$ cat src/rtl/fseq_pkg.sv
package fseq_pkg;

    typedef enum logic [2:0] {
        S_IDLE   = 3'd0,
        S_LOAD   = 3'd1,
        S_SWEEP  = 3'd2,
        S_UNLOAD = 3'd3,
        S_FINISH = 3'd4
    } seq_state_t;

    function automatic logic is_moving(input seq_state_t s);
        return (s == S_LOAD) || (s == S_SWEEP) || (s == S_UNLOAD);
    endfunction

endpackage

$ cat src/rtl/fseq_phase_gen.sv
module fseq_phase_gen (
    input  logic clk,
    input  logic rst,
    output logic phase
);

    always_ff @(posedge clk) begin
        if (rst) phase <= 1'b0;
        else     phase <= ~phase;
    end

    AST_PHASE_TOGGLE: assert property (@(posedge clk) disable iff (rst)
        1'b1 |=> (phase != $past(phase)));

endmodule

$ cat src/rtl/fseq_sweep_cnt.sv
module fseq_sweep_cnt #(
    parameter int PIX_W  = 14,
    parameter int ITER_W = 8
) (
    input  logic              clk,
    input  logic              rst,
    input  logic              pix_step,
    input  logic              iter_step,
    input  logic              iter_clr,
    output logic [PIX_W-1:0]  pix,
    output logic [ITER_W-1:0] iter,
    output logic              wrap
);

    localparam logic [PIX_W-1:0] PIX_LAST = {PIX_W{1'b1}};

    assign wrap = pix_step && (pix == PIX_LAST);

    always_ff @(posedge clk) begin
        if (rst) begin
            pix <= '0;
        end else if (pix_step) begin
            pix <= (pix == PIX_LAST) ? '0 : pix + 1'b1;
        end
    end

    always_ff @(posedge clk) begin
        if (rst || iter_clr) begin
            iter <= '0;
        end else if (iter_step && wrap) begin
            iter <= iter + 1'b1;
        end
    end

    AST_PIX_WRAP: assert property (@(posedge clk) disable iff (rst)
        (pix_step && pix == PIX_LAST) |=> (pix == '0));

    AST_PIX_HOLD: assert property (@(posedge clk) disable iff (rst)
        !pix_step |=> (pix == $past(pix)));

endmodule

$ cat src/rtl/fseq_fsm.sv
module fseq_fsm
    import fseq_pkg::*;
#(
    parameter int ITER_W = 8
) (
    input  logic              clk,
    input  logic              rst,
    input  logic              phase,
    input  logic              new_frame,
    input  logic [ITER_W-1:0] iter_cfg,
    input  logic              wrap,
    input  logic [ITER_W-1:0] iter,
    output seq_state_t        state,
    output logic              pix_step,
    output logic              iter_step,
    output logic              iter_clr,
    output logic              busy,
    output logic              done,
    output logic              wm_rd,
    output logic              wm_wr,
    output logic              ibuf_rd,
    output logic              obuf_wr,
    output logic              filt_step
);

    seq_state_t        nxt;
    logic              pending;
    logic              go;
    logic              leave_idle;
    logic [ITER_W-1:0] eff_cfg;
    logic              last_pass;

    assign go         = pending || new_frame;
    assign leave_idle = phase && (state == S_IDLE) && go;
    assign last_pass  = ({1'b0, iter} + 1'b1) >= {1'b0, eff_cfg};

    always_comb begin
        nxt = state;
        unique case (state)
            S_IDLE:   if (go)                nxt = S_LOAD;
            S_LOAD:   if (wrap)              nxt = S_SWEEP;
            S_SWEEP:  if (wrap && last_pass) nxt = S_UNLOAD;
            S_UNLOAD: if (wrap)              nxt = S_FINISH;
            S_FINISH:                        nxt = S_IDLE;
            default:                         nxt = S_IDLE;
        endcase
    end

    always_ff @(posedge clk) begin
        if (rst) begin
            state   <= S_IDLE;
            pending <= 1'b0;
            eff_cfg <= {{(ITER_W-1){1'b0}}, 1'b1};
        end else begin
            if (phase) state <= nxt;
            if (leave_idle) begin
                pending <= 1'b0;
                eff_cfg <= (iter_cfg == '0) ? {{(ITER_W-1){1'b0}}, 1'b1} : iter_cfg;
            end else begin
                pending <= pending || new_frame;
            end
        end
    end

    always_comb begin
        busy      = 1'b0;
        done      = 1'b0;
        wm_rd     = 1'b0;
        wm_wr     = 1'b0;
        ibuf_rd   = 1'b0;
        obuf_wr   = 1'b0;
        filt_step = 1'b0;
        iter_clr  = 1'b0;
        iter_step = 1'b0;
        pix_step  = phase && is_moving(state);
        unique case (state)
            S_IDLE: begin
                iter_clr = 1'b1;
            end
            S_LOAD: begin
                busy    = 1'b1;
                ibuf_rd = ~phase;
                wm_wr   = phase;
            end
            S_SWEEP: begin
                busy      = 1'b1;
                wm_rd     = ~phase;
                wm_wr     = phase;
                filt_step = phase;
                iter_step = 1'b1;
            end
            S_UNLOAD: begin
                busy    = 1'b1;
                wm_rd   = ~phase;
                obuf_wr = phase;
            end
            S_FINISH: begin
                busy = 1'b1;
                done = 1'b1;
            end
            default: begin
                busy = 1'b0;
            end
        endcase
    end

    AST_STATE_ALIGN: assert property (@(posedge clk) disable iff (rst)
        (state != $past(state)) |-> !phase);

    AST_ITER_BOUND: assert property (@(posedge clk) disable iff (rst)
        (state == S_SWEEP) |-> (iter < eff_cfg));

    AST_DONE_SHORT: assert property (@(posedge clk) disable iff (rst)
        (done && phase) |=> !done);

    AST_PENDING_KEPT: assert property (@(posedge clk) disable iff (rst)
        (new_frame && state != S_IDLE) |=> pending);

endmodule

$ cat src/rtl/frame_iter_seq.sv
module frame_iter_seq
    import fseq_pkg::*;
#(
    parameter int ROW_LOG2 = 7,
    parameter int COL_LOG2 = 7,
    parameter int ITER_W   = 8,
    localparam int PIX_W   = ROW_LOG2 + COL_LOG2
) (
    input  logic              clk,
    input  logic              rst,
    input  logic              new_frame,
    input  logic [ITER_W-1:0] iter_cfg,
    output logic              mem_phase,
    output logic [PIX_W-1:0]  wm_addr,
    output logic              wm_rd,
    output logic              wm_wr,
    output logic [PIX_W-1:0]  ibuf_addr,
    output logic              ibuf_rd,
    output logic [PIX_W-1:0]  obuf_addr,
    output logic              obuf_wr,
    output logic              filt_step,
    output logic [PIX_W-1:0]  pix_cnt,
    output logic [ITER_W-1:0] iter_cnt,
    output logic              busy,
    output logic              done
);

    seq_state_t state;
    logic       pix_step;
    logic       iter_step;
    logic       iter_clr;
    logic       wrap;

    fseq_phase_gen u_phase (
        .clk   (clk),
        .rst   (rst),
        .phase (mem_phase)
    );

    fseq_sweep_cnt #(.PIX_W(PIX_W), .ITER_W(ITER_W)) u_cnt (
        .clk       (clk),
        .rst       (rst),
        .pix_step  (pix_step),
        .iter_step (iter_step),
        .iter_clr  (iter_clr),
        .pix       (pix_cnt),
        .iter      (iter_cnt),
        .wrap      (wrap)
    );

    fseq_fsm #(.ITER_W(ITER_W)) u_fsm (
        .clk       (clk),
        .rst       (rst),
        .phase     (mem_phase),
        .new_frame (new_frame),
        .iter_cfg  (iter_cfg),
        .wrap      (wrap),
        .iter      (iter_cnt),
        .state     (state),
        .pix_step  (pix_step),
        .iter_step (iter_step),
        .iter_clr  (iter_clr),
        .busy      (busy),
        .done      (done),
        .wm_rd     (wm_rd),
        .wm_wr     (wm_wr),
        .ibuf_rd   (ibuf_rd),
        .obuf_wr   (obuf_wr),
        .filt_step (filt_step)
    );

    assign wm_addr   = pix_cnt;
    assign ibuf_addr = pix_cnt;
    assign obuf_addr = pix_cnt;

    AST_RD_PHASE0: assert property (@(posedge clk) disable iff (rst)
        (wm_rd || ibuf_rd) |-> !mem_phase);

    AST_WR_PHASE1: assert property (@(posedge clk) disable iff (rst)
        (wm_wr || obuf_wr) |-> mem_phase);

    AST_DONE_BUSY: assert property (@(posedge clk) disable iff (rst)
        done |-> busy);

    AST_IDLE_QUIET: assert property (@(posedge clk) disable iff (rst)
        !busy |-> !(wm_rd || wm_wr || ibuf_rd || obuf_wr || filt_step));

endmodule

$ cat config.mk
export PLATFORM = sky130hd
export DESIGN_NAME = frame_iter_seq
export DESIGN_NICKNAME = d
export VERILOG_FILES = /design/src/rtl/fseq_pkg.sv /design/src/rtl/fseq_phase_gen.sv /design/src/rtl/fseq_sweep_cnt.sv /design/src/rtl/fseq_fsm.sv /design/src/rtl/frame_iter_seq.sv
export SDC_FILE = /design/constraint.sdc
export NUM_CORES = 1
export LEC_CHECK = 0
export CAP_MARGIN = 20
export CORE_ASPECT_RATIO = 2
export CORE_MARGIN = 2
export CORE_UTILIZATION = 50
export CTS_BUF_LIST = sky130_fd_sc_hd__clkbuf_2
export CTS_CLUSTER_SIZE = 24
export DETAILED_ROUTE_END_ITERATION = 6
export PLACE_DENSITY = 0.88
export SYNTH_ARGS = -nofsm -noshare
export SYNTH_HDL_FRONTEND = slang
export SYNTH_HIERARCHICAL = 1
export SYNTH_SLANG_ARGS = --single-unit
$ cat constraint.sdc
create_clock -name clk -period 5 [get_ports clk]
set_input_delay 0.5 -clock clk [delete_from_list [all_inputs] [get_ports clk]]
set_output_delay 0.5 -clock clk [all_outputs]
set_load 0.1 [all_outputs]
**After elaboration in Yosys (flattened, before gate mapping)**

Cells that the tools add are included.

- Flip-flop bits (word level): 35
- Bits of input ports: 11
- Output and inout bits: 72
- Word-level logic and storage cells: 53

- Add/sub/neg operators: 3
- Order comparisons: 1
- Eq/ne operators: 9
- Mux-type cells: 16
- Bitwise gates (word level): 1
- Reduce and logical (&&, ||, !) cells: 17

Operators with widths:

| operator | count |
|---|---|
| $add A14 B1 Y14 const B | 1 |
| $eq A14 B14 Y1 const B | 1 |
| $mux W14 | 1 |
| $mux W3 | 4 |
| $pmux W3 S4 | 1 |
| $add A8 B1 Y9 const B | 1 |
| $ge A9 B8 Y1 | 1 |
| $mux W1 | 9 |
| $add A8 B1 Y8 const B | 1 |
| $logic_not A8 Y1 | 1 |
| $mux W8 | 1 |
| $eq A3 B2 Y1 const B | 2 |
| $logic_and A1 B1 Y1 | 6 |
| $reduce_or A2 Y1 | 3 |
| $reduce_and A5 Y1 | 1 |
| $logic_or A1 B1 Y1 | 4 |
| $ne A2 B1 Y1 const B | 2 |
| $ne A2 B2 Y1 const B | 2 |
| $reduce_or A4 Y1 | 1 |
| $eq A3 B1 Y1 const B | 1 |
| $eq A3 B3 Y1 const B | 1 |
| $logic_not A3 Y1 | 1 |
| $not A1 Y1 | 1 |

**Logic depth before layout (Yosys ltp)**

Gate-level depths: netlist (run 1).

- Depth in word-level cells: 8
- Gate-level depth with buffers: 13
- Depth with buffers taken out: 11

**By module**

The synthesis (run 1) kept the hierarchy.

By module, submodules not included:

| module | times used | cells each | area an instance (µm²) | seq. area each (µm²) |
|---|---|---|---|---|
| fseq_sweep_cnt | 1 | 124 | 1044.8 | 440.4 |
| fseq_fsm | 1 | 112 | 902.1 | 240.2 |
| frame_iter_seq | 1 | 42 | 315.3 | 0.0 |
| fseq_phase_gen | 1 | 2 | 23.8 | 20.0 |

**Worst setup path after synthesis (run 1)**

No wires, ideal clock.

- Path kind: register to register
- Start: register u_phase.phase
- End: register u_fsm.state[2]
- Library setup time: 87 ps
- Arrival time: 5589 ps
- Required time: 4913 ps
- Slack: -676 ps
- Cell stages (with the launch flop): 14
- Path buffers: 2
- Period minus slack after synthesis: 5676 ps
- Path through: dfxtp_1 buf_2 inv_1 nor3_1 or2_2 nand4_4 or4_1 buf_2 inv_1 o21ai_1 o311ai_1 nand2_1 or4b_1 o31ai_1

- Longest elaborated chain between the ends: 5
- Elaborated cells between the ends (all ways): 7
- Those cells by class: 3 x eq/ne; 4 x reduce/logical

Ends and longest elaborated chain:

| element | RTL line | text |
|---|---|---|
| from (decl) | fseq_phase_gen.sv:4 | `output logic phase` |
| from (signal assigned) | fseq_phase_gen.sv:9 | `else phase <= ~phase;` |
| $logic_and A1 B1 Y1 * | fseq_fsm.sv:75 | `pix_step = phase && is_moving(state);` |
| named net pix_step | frame_iter_seq.sv:29 | `logic pix_step;` |
| $logic_and A1 B1 Y1 * | fseq_sweep_cnt.sv:17 | `assign wrap = pix_step && (pix == PIX_LAST);` |
| named net wrap | frame_iter_seq.sv:32 | `logic wrap;` |
| $logic_and A1 B1 Y1 | fseq_fsm.sv:42 | `S_SWEEP: if (wrap && last_pass) nxt = S_UNLOAD;` |
| $ne A2 B1 Y1 (no line) | n/a |  |
| $reduce_and A5 Y1 (no line) * | n/a |  |
| to (signal assigned) | fseq_fsm.sv:55 | `if (phase) state <= nxt;` |
| to (decl) | fseq_fsm.sv:13 | `output seq_state_t state,` |

Mark *: on every way through the listed nets, which the timed path passes. The rest lies on a longest branch.
A chain may end at the register's enable or synchronous reset.

**Worst setup path in the final report (run 1)**

- Start: register u_fsm.state[0]
- End: register u_fsm.state[2]

- Longest elaborated chain between the ends: 8
- Elaborated cells between the ends (all ways): 15
- Those cells by class: 7 x eq/ne; 1 x mux; 7 x reduce/logical

Ends and longest elaborated chain:

| element | RTL line | text |
|---|---|---|
| $eq A3 B1 Y1 or $eq A3 B2 Y1 (tied branches) | fseq_pkg.sv:12 | `return (s == S_LOAD) \|\| (s == S_SWEEP) \|\| (s == S_UNLOAD);` |
| $logic_or A1 B1 Y1 | fseq_pkg.sv:12 |  |
| $logic_or A1 B1 Y1 * | fseq_pkg.sv:12 |  |
| $logic_and A1 B1 Y1 * | fseq_fsm.sv:75 |  |
| named net pix_step | frame_iter_seq.sv:29 |  |
| $logic_and A1 B1 Y1 * | fseq_sweep_cnt.sv:17 |  |
| named net wrap | frame_iter_seq.sv:32 |  |
| $logic_and A1 B1 Y1 | fseq_fsm.sv:42 |  |
| $ne A2 B1 Y1 (no line) | n/a |  |
| $reduce_and A5 Y1 (no line) * | n/a |  |

Marks and branches as above.

==> summary.txt, run 1 <==
Place
  – DP Cell Count: 367
  – Dpl hpwl: 4.043 mm
  – PortBufs: 82
  – Dpl ws: 1.881 ns
  – GPL Wtd Cong: 0.9318
  – Post-DP Area: 2826 µm²

Global routing
  – Met3 Use GR: 0.03904
  – Vias in the first global route: 1927
  – Antenna violations before repair: 0
  – GRT Overall Usage: 0.2113
  – Gr busiest metal: met2
  – First-pass GRT wire length: 8.459 mm
  – Met1 GRT Util: 0.1947
  – GRT overflow: 0
  – Met2 Usage GRT: 0.4112
  – Largest net degree at the start of global routing: 24

Finish
  – Nets@finish: 342
  – # fillers: 376
  – Layout cells sized above 1: 0.04984
  – Final instance area: 2890 µm²
  – Synthesis-to-finish area growth: 26.44%
  – Seq. cell area: 700.7 µm²
  – Diode count: 0
  – Final Non-Filler Cells: 375
  – Multi-input logic area: 1189 µm²

Die
  – Initial Utilization: 0.5217
  – Die Span X: 51.81 µm
  – Die H: 99.62 µm
  – Die ar.: 5161 µm²
  – # IOs: 83
  – Core Box Area: 4382 µm²
  – Rows: 34

Job
  – Max Cap Violations: 0

Worst hold path
  – HP Class: reg -> reg
  – Min-Delay Startpoint: u_fsm/eff_cfg[0]

Synth
  – Yosys reg bits: 35
  – Ys flop type: dfxtp_1
  – EDFF count, synth: 0
  – Yosys cell types: 45
  – Register area share after synthesis: 0.3065
  – Post-synthesis async set-or-reset flop share: 0
  – Syn avg cell area: 8.164 µm²
  – Area leader, netlist: dfxtp_1
  – Synth Cell Area: 2286 µm²
  – Synth area leaders: dfxtp_1 31%, buf_4 14%, ha_1 6.0%
  – Yosys warns: 6
  – Post-Syn Nets: 302
  – Yosys top cell area share: 0.3065
  – Gate count of the mapped netlist: 280
  – Commonest cells in the synthesized netlist: 42 x buf_4, 35 x dfxtp_1, 31 x nor2_1
  – Most common cell in the synthesized netlist: buf_4

STA
  – Unrepaired setup endpoints after global routing: false
  – Achievable clock frequency: 311.6 MHz
  – Clock period minus worst slack: 3.209 ns
  – Period utilization: 0.6419
  – # setup viols final: 0
  – Final Hold Vio Count: 0
  – Fin. max-slew vios: 0
  – Slew Limit Headroom: 0.3248
  – Post-route setup TNS: 0 ns
  – Min Hold Slack: 0.5087 ns
  – Tightest Pin Transition: 1.010 ns
  – Clock Skews: 0.01026 ns
  – Setup WS post-layout: 1.791 ns

Clock network
  – Htree depth: 2
  – CTS tree: done
  – Clock Tree Buf Depth: 2
  – TritonCTS sink count: 35
  – Hold_buf cts: 0
  – Worst-path clk slew: 0.18 ns
  – Clk Latency, worst-skew pair: 0.38 ns
  – Clock root cell: clkbuf_2
  – CTS Buf Count: 5
  – Post-CTS sizing: 0
  – Setup bufs post-CTS: 0

Worst setup path
  – Reg2Reg Launch Point: u_fsm/state[0]
  – Critical Path Source: u_fsm/state[0]
  – Crit path kind: reg -> reg
  – CP required: 5.29 ns
  – Crit path max fanout: 16
  – Startpoint types: flip-flop
  – Critical path arrival: 3.50 ns
  – CP Capture Type: flip-flop

Power
  – Pwr/cell area: 191.7 nW/µm²
  – Maximum vdd drop: 0.0001695 V
  – Leakage: 1.018 nW

Routing
  – Final wirelength: 5.086 mm
  – DRC errors left: 0
  – Post-route ant nets: 0
  – WL/cell: 13.56 µm
  – Vias: 2059
  – TritonRoute pass-1 iters: 4
  – Drt initial violations: 53
  – Vias per inst: 5.491

Status
  – Outcome: finished clean
[layout make-up]
| class | count | area share |
|---|---|---|
| multi-input combinational | 183 | 0.4113 |
| clock buffer | 5 | 0.008658 |
| inverter | 13 | 0.01688 |
| clock inverter | 3 | 0.01342 |
| sequential | 35 | 0.2424 |
| tap | 54 | 0.02338 |
| timing repair buffer | 82 | 0.2840 |
[cell usage in the layout (no fill, tap or decap), drive strengths merged, types with 3 or more instances in the layout]
cell type	synthesis	routed
a21oi	13	13
and3	4	4
clkbuf	2	5
clkdlybuf4s50	0	82
dfxtp	35	35
ha	11	11
inv	13	13
mux2i	9	9
nand2	20	20
nand2b	3	3
nand3	13	13
nand4	7	7
nor2	32	32
nor3	7	7
nor4	5	5
o21ai	10	10
o31ai	3	3
or2	3	3
or3	4	4
or4	7	7
xnor2	13	13
xor2	5	5
[metrics by stage]
| stage | power (mW) | util |
|---|---|---|
| after global placement | 0.3796 | 0.6451 |
| after CTS | 0.5583 | 0.6596 |
| final | 0.5540 | 0.6596 |
| after detailed placement | 0.3814 | 0.6451 |
| after floorplan | 0.3589 | - |
| after global routing | 0.5736 | 0.6596 |
[per-layer routing]
| layer | share of wire | wire length, µm |
|---|---|---|
| met1 | 0.34 | 1736 |
| met2 | 0.59 | 2981 |
| met4 | 0.035 | 178 |
| met5 | 0 | 0 |
| met3 | 0.037 | 190 |
[power breakdown]
part           leakage (nW)  internal [mW]  switching (mW)
logic                 0.694         0.0277          0.0542
clock network        0.0404         0.0823          0.0966
registers             0.283          0.286         0.00763
[kinds of logic after synthesis]
| group | Yosys count | share of synthesized area |
|---|---|---|
| mux | 9 | 0.03941 |
| simple gates | 114 | 0.2715 |
| flops | 35 | 0.3065 |
| xor+xnor | 18 | 0.06896 |
| compound gates | 31 | 0.07772 |
| fa+ha+maj | 11 | 0.06021 |
| buf+inv | 62 | 0.1757 |
[state kept, by name (all words and copies together), names as in the netlist]
| signal | cells |
|---|---|
| u_cnt/pix | 14 |
| u_cnt/iter | 8 |
| u_fsm/eff_cfg | 8 |
| u_fsm/state | 3 |
| u_fsm/pending | 1 |
| u_phase/phase | 1 |
[worst max-delay path, stage by stage (launching register included)]
cell      delay [ns]
dfxtp_1         0.68
xnor2_1         0.15
nor3_2          0.14
or2_2           0.23
nand4_4         0.15
or4_1           0.66
inv_1           0.20
o21ai_1         0.09
o311ai_1        0.09
nand2_1         0.11
or4b_1          0.51
o31ai_1         0.09
[path summary, 6_finish.rpt]
path                                          to  slack (ns)  depth (start not counted)
worst min register to register  u_fsm/eff_cfg[0]        0.51                          2
worst min-delay path            u_fsm/eff_cfg[0]        0.51                          2
worst max-delay path              u_fsm/state[2]        1.79                         11
worst max register to register    u_fsm/state[2]        1.79                         11
(Power assumes the default switching activity.)
==> run 2, diff against run 1 <==
--- a/config.mk
+++ b/config.mk
@@ -8,11 +8,11 @@
 export CAP_MARGIN = 20
 export CORE_ASPECT_RATIO = 2
 export CORE_MARGIN = 2
-export CORE_UTILIZATION = 50
+export CORE_UTILIZATION = 42
 export CTS_BUF_LIST = sky130_fd_sc_hd__clkbuf_2
 export CTS_CLUSTER_SIZE = 24
 export DETAILED_ROUTE_END_ITERATION = 6
-export PLACE_DENSITY = 0.88
+export PLACE_DENSITY = 0.79
 export SYNTH_ARGS = -nofsm -noshare
 export SYNTH_HDL_FRONTEND = slang
 export SYNTH_HIERARCHICAL = 1
==> constraint.sdc (replaced) <==
create_clock -name clk -period 2.6 [get_ports clk]
set_input_delay 0.26 -clock clk [delete_from_list [all_inputs] [get_ports clk]]
set_output_delay 0.26 -clock clk [all_outputs]
set_load 0.1 [all_outputs]
==> run 2 against run 1 <==
Total power increased by 75%. Non-clock buffer count increased by 23. Sequential power up 91%. Die area is 18% higher. Fmax up 30%. Critical path depth fell by 1. Worst setup slack got worse by 1.7 ns. Final cell count is 7.5% higher. Sequential cell count stayed put.
==> summary.txt, run 2 (synthesized netlist as in run 1, its figures left out) <==
Status
  – Outcome: finished clean

Die
  – Core Box Area: 5325 µm² (+22%)
  – Initial Utilization: 0.4293 (-0.09243)
  – Rows: 38 (+12%)
  – Die ar.: 6084 µm² (+18%)
  – Die Span X: 56.17 µm (+8.4%)
  – # IOs: 83 (unchanged)
  – Die H: 108.3 µm (+8.7%)

Worst hold path
  – HP Class: in -> reg

Worst setup path
  – Startpoint types: flip-flop
  – Crit path max fanout: 3 (-13)
  – Crit path kind: reg -> reg
  – CP required: 2.88 ns (-2.41 ns)
  – CP Capture Type: flip-flop
  – Critical path arrival: 2.75 ns (-0.75 ns)

Power
  – Clock group share of total power: 0.251 (-0.072)
  – Psw: 0.3094 mW (+95%)
  – Pwr/cell area: 334.8 nW/µm² (+75%)
  – P_int: 0.6618 mW (+67%)
  – Leakage: 1.263 nW (+24%)
  – Maximum vdd drop: 0.0002845 V (+68%)
  – Gate power share: 0.173 (+0.025)
  – Sequential power share: 0.576 (+0.047)
  – Net Sw Frac: 0.3186 (+0.03263)

Global routing
  – Met3 Use GR: 0.03349 (-0.005546)
  – Vias in the first global route: 1902 (-1.3%)
  – Met2 Usage GRT: 0.2992 (-0.1121)
  – Antenna violations before repair: 0 (unchanged)
  – Largest net degree at the start of global routing: 15 (-38%)
  – Met1 GRT Util: 0.1867 (-0.007991)
  – GRT overflow: 0 (unchanged)
  – GRT Overall Usage: 0.1654 (-0.04592)
  – Gr busiest metal: met2
  – First-pass GRT wire length: 8.197 mm (-3.1%)

Clock network
  – TritonCTS sink count: 35 (unchanged)
  – CTS Buf Count: 5 (unchanged)
  – CTS tree: done
  – Clock Tree Buf Depth: 2 (unchanged)
  – Worst-path clk slew: 0.18 ns (about the same)
  – Clk Latency, worst-skew pair: 0.39 ns (about the same)
  – Htree depth: 2 (unchanged)
  – Clock root cell: clkbuf_2

Finish
  – Regs by FF count: u_cnt/pix: 14 flops, u_cnt/iter: 8 flops, u_fsm/eff_cfg: 8 flops
  – Most common cell after layout, fill and taps aside: buf_4
  – Most frequent cells in the layout: 95 x buf_4, 32 x dfxtp_1, 30 x nor2_1
  – Synthesis-to-finish area growth: 26.93%
  – Layout cells sized above 1: 0.3469 (+0.2971)
  – Diode count: 0 (unchanged)
  – Nets@finish: 365 (+6.7%)
  – Max FFs per register: 14 (unchanged)
  – Final core utilization: 0.5449 (-0.1147)
  – Top reg by flops: u_cnt/pix

STA
  – # setup viols final: 0 (unchanged)
  – Achievable clock frequency: 405.2 MHz (+30%)
  – Clock period minus worst slack: 2.468 ns (-0.7414 ns)
  – Period utilization: 0.9492 (+0.3073)
  – Slew Limit Headroom: 0.6498 (+0.3250)
  – Final Hold Vio Count: 0 (unchanged)
  – Fin. max-slew vios: 0 (unchanged)
  – Min Hold Slack: 0.4832 ns (-0.02551 ns)
  – Clock Skews: 0.01849 ns (+0.008235 ns)
  – Tightest Pin Transition: 0.5233 ns (-0.4863 ns)

Routing
  – DRC errors left: 0 (unchanged)
  – Vias per inst: 5.280 (-3.8%)
  – Vias: 2128 (+3.4%)
  – TritonRoute pass-1 iters: 4 (unchanged)
  – Drt initial violations: 35 (-34%)
  – WL/cell: 12.89 µm (-5.0%)
  – Final wirelength: 5.195 mm (+2.1%)
  – Post-route ant nets: 0 (unchanged)

Job
  – Max Cap Violations: 0 (unchanged)

Place
  – GPL Wtd Cong: 0.8986 (-3.6%)
  – PortBufs: 82 (unchanged)
  – Dpl hpwl: 4.051 mm (+0.20%)
==> run 2: worst max-delay path, cell delays in order (launching register included) <==
cell       delay, ns
dfxtp_1         0.37
ha_1            0.20
nand2_1         0.07
or2_1           0.23
xnor2_1         0.13
ha_1            0.29
a21o_1          0.16
a2111oi_1       0.36
o21ai_0         0.16
nor3_1          0.28
o21ai_1         0.10
==> run 2: metal layers <==
metal | part of all wire | up-vias
met5 | 0 | -
met4 | 0.017 | 0
met3 | 0.069 | 8
met2 | 0.51 | 84
met1 | 0.40 | 988
li1 | - | 1048
==> run 2: final cells by class <==
class	count	area (µm²)
clock inverter	2	8.758
clock buffer	5	25.02
fill	496	2424
tap	60	75.07
multi-input combinational	183	1219
timing repair buffer	105	813.3
inverter	13	53.80
sequential	35	706.9
==> run 2: power groups by stage <==
stage,Clock (mW),Sequential [mW],Combinational (mW)
2_1_floorplan,0,0.581,0.117
3_3_place_gp,0,0.570,0.163
3_5_place_dp,0,0.571,0.166
4_1_cts,0.251,0.560,0.167
5_1_grt,0.270,0.562,0.178
6_report,0.244,0.560,0.168
==> run 2: repair_timing <==
action | in CTS | in global routing
gates resized for setup | 0 | 4
buffers inserted | 0 | 2
hold buffers | 0 | 0
setup endpoints to repair | 0 | 2
==> run 2: path summary, 6_finish.rpt <==
path                            cells after the start             start          endpoint  slack (ns)
worst max-delay path                               10     u_cnt/iter[1]    u_fsm/state[0]        0.13
worst min-delay path                                3       iter_cfg[6]  u_fsm/eff_cfg[6]        0.48
worst max register to register                     10     u_cnt/iter[1]    u_fsm/state[0]        0.13
worst min register to register                      2  u_fsm/eff_cfg[0]  u_fsm/eff_cfg[0]        0.52
==> run 2: metrics by stage <==
step                      std cells  TNS (ns)  cell area [µm²]  power, mW  setup slack [ns]
after global placement          394         0             2845     0.7335            0.1691
after detailed placement        394         0             2845     0.7375           0.07805
after global routing            403  -0.05676             2902      1.011          -0.05676
after floorplan                 280    -10.98             2350     0.6976           -0.8926
after CTS                       401         0             2879     0.9781           0.04191
final                           403         0             2902     0.9713            0.1321
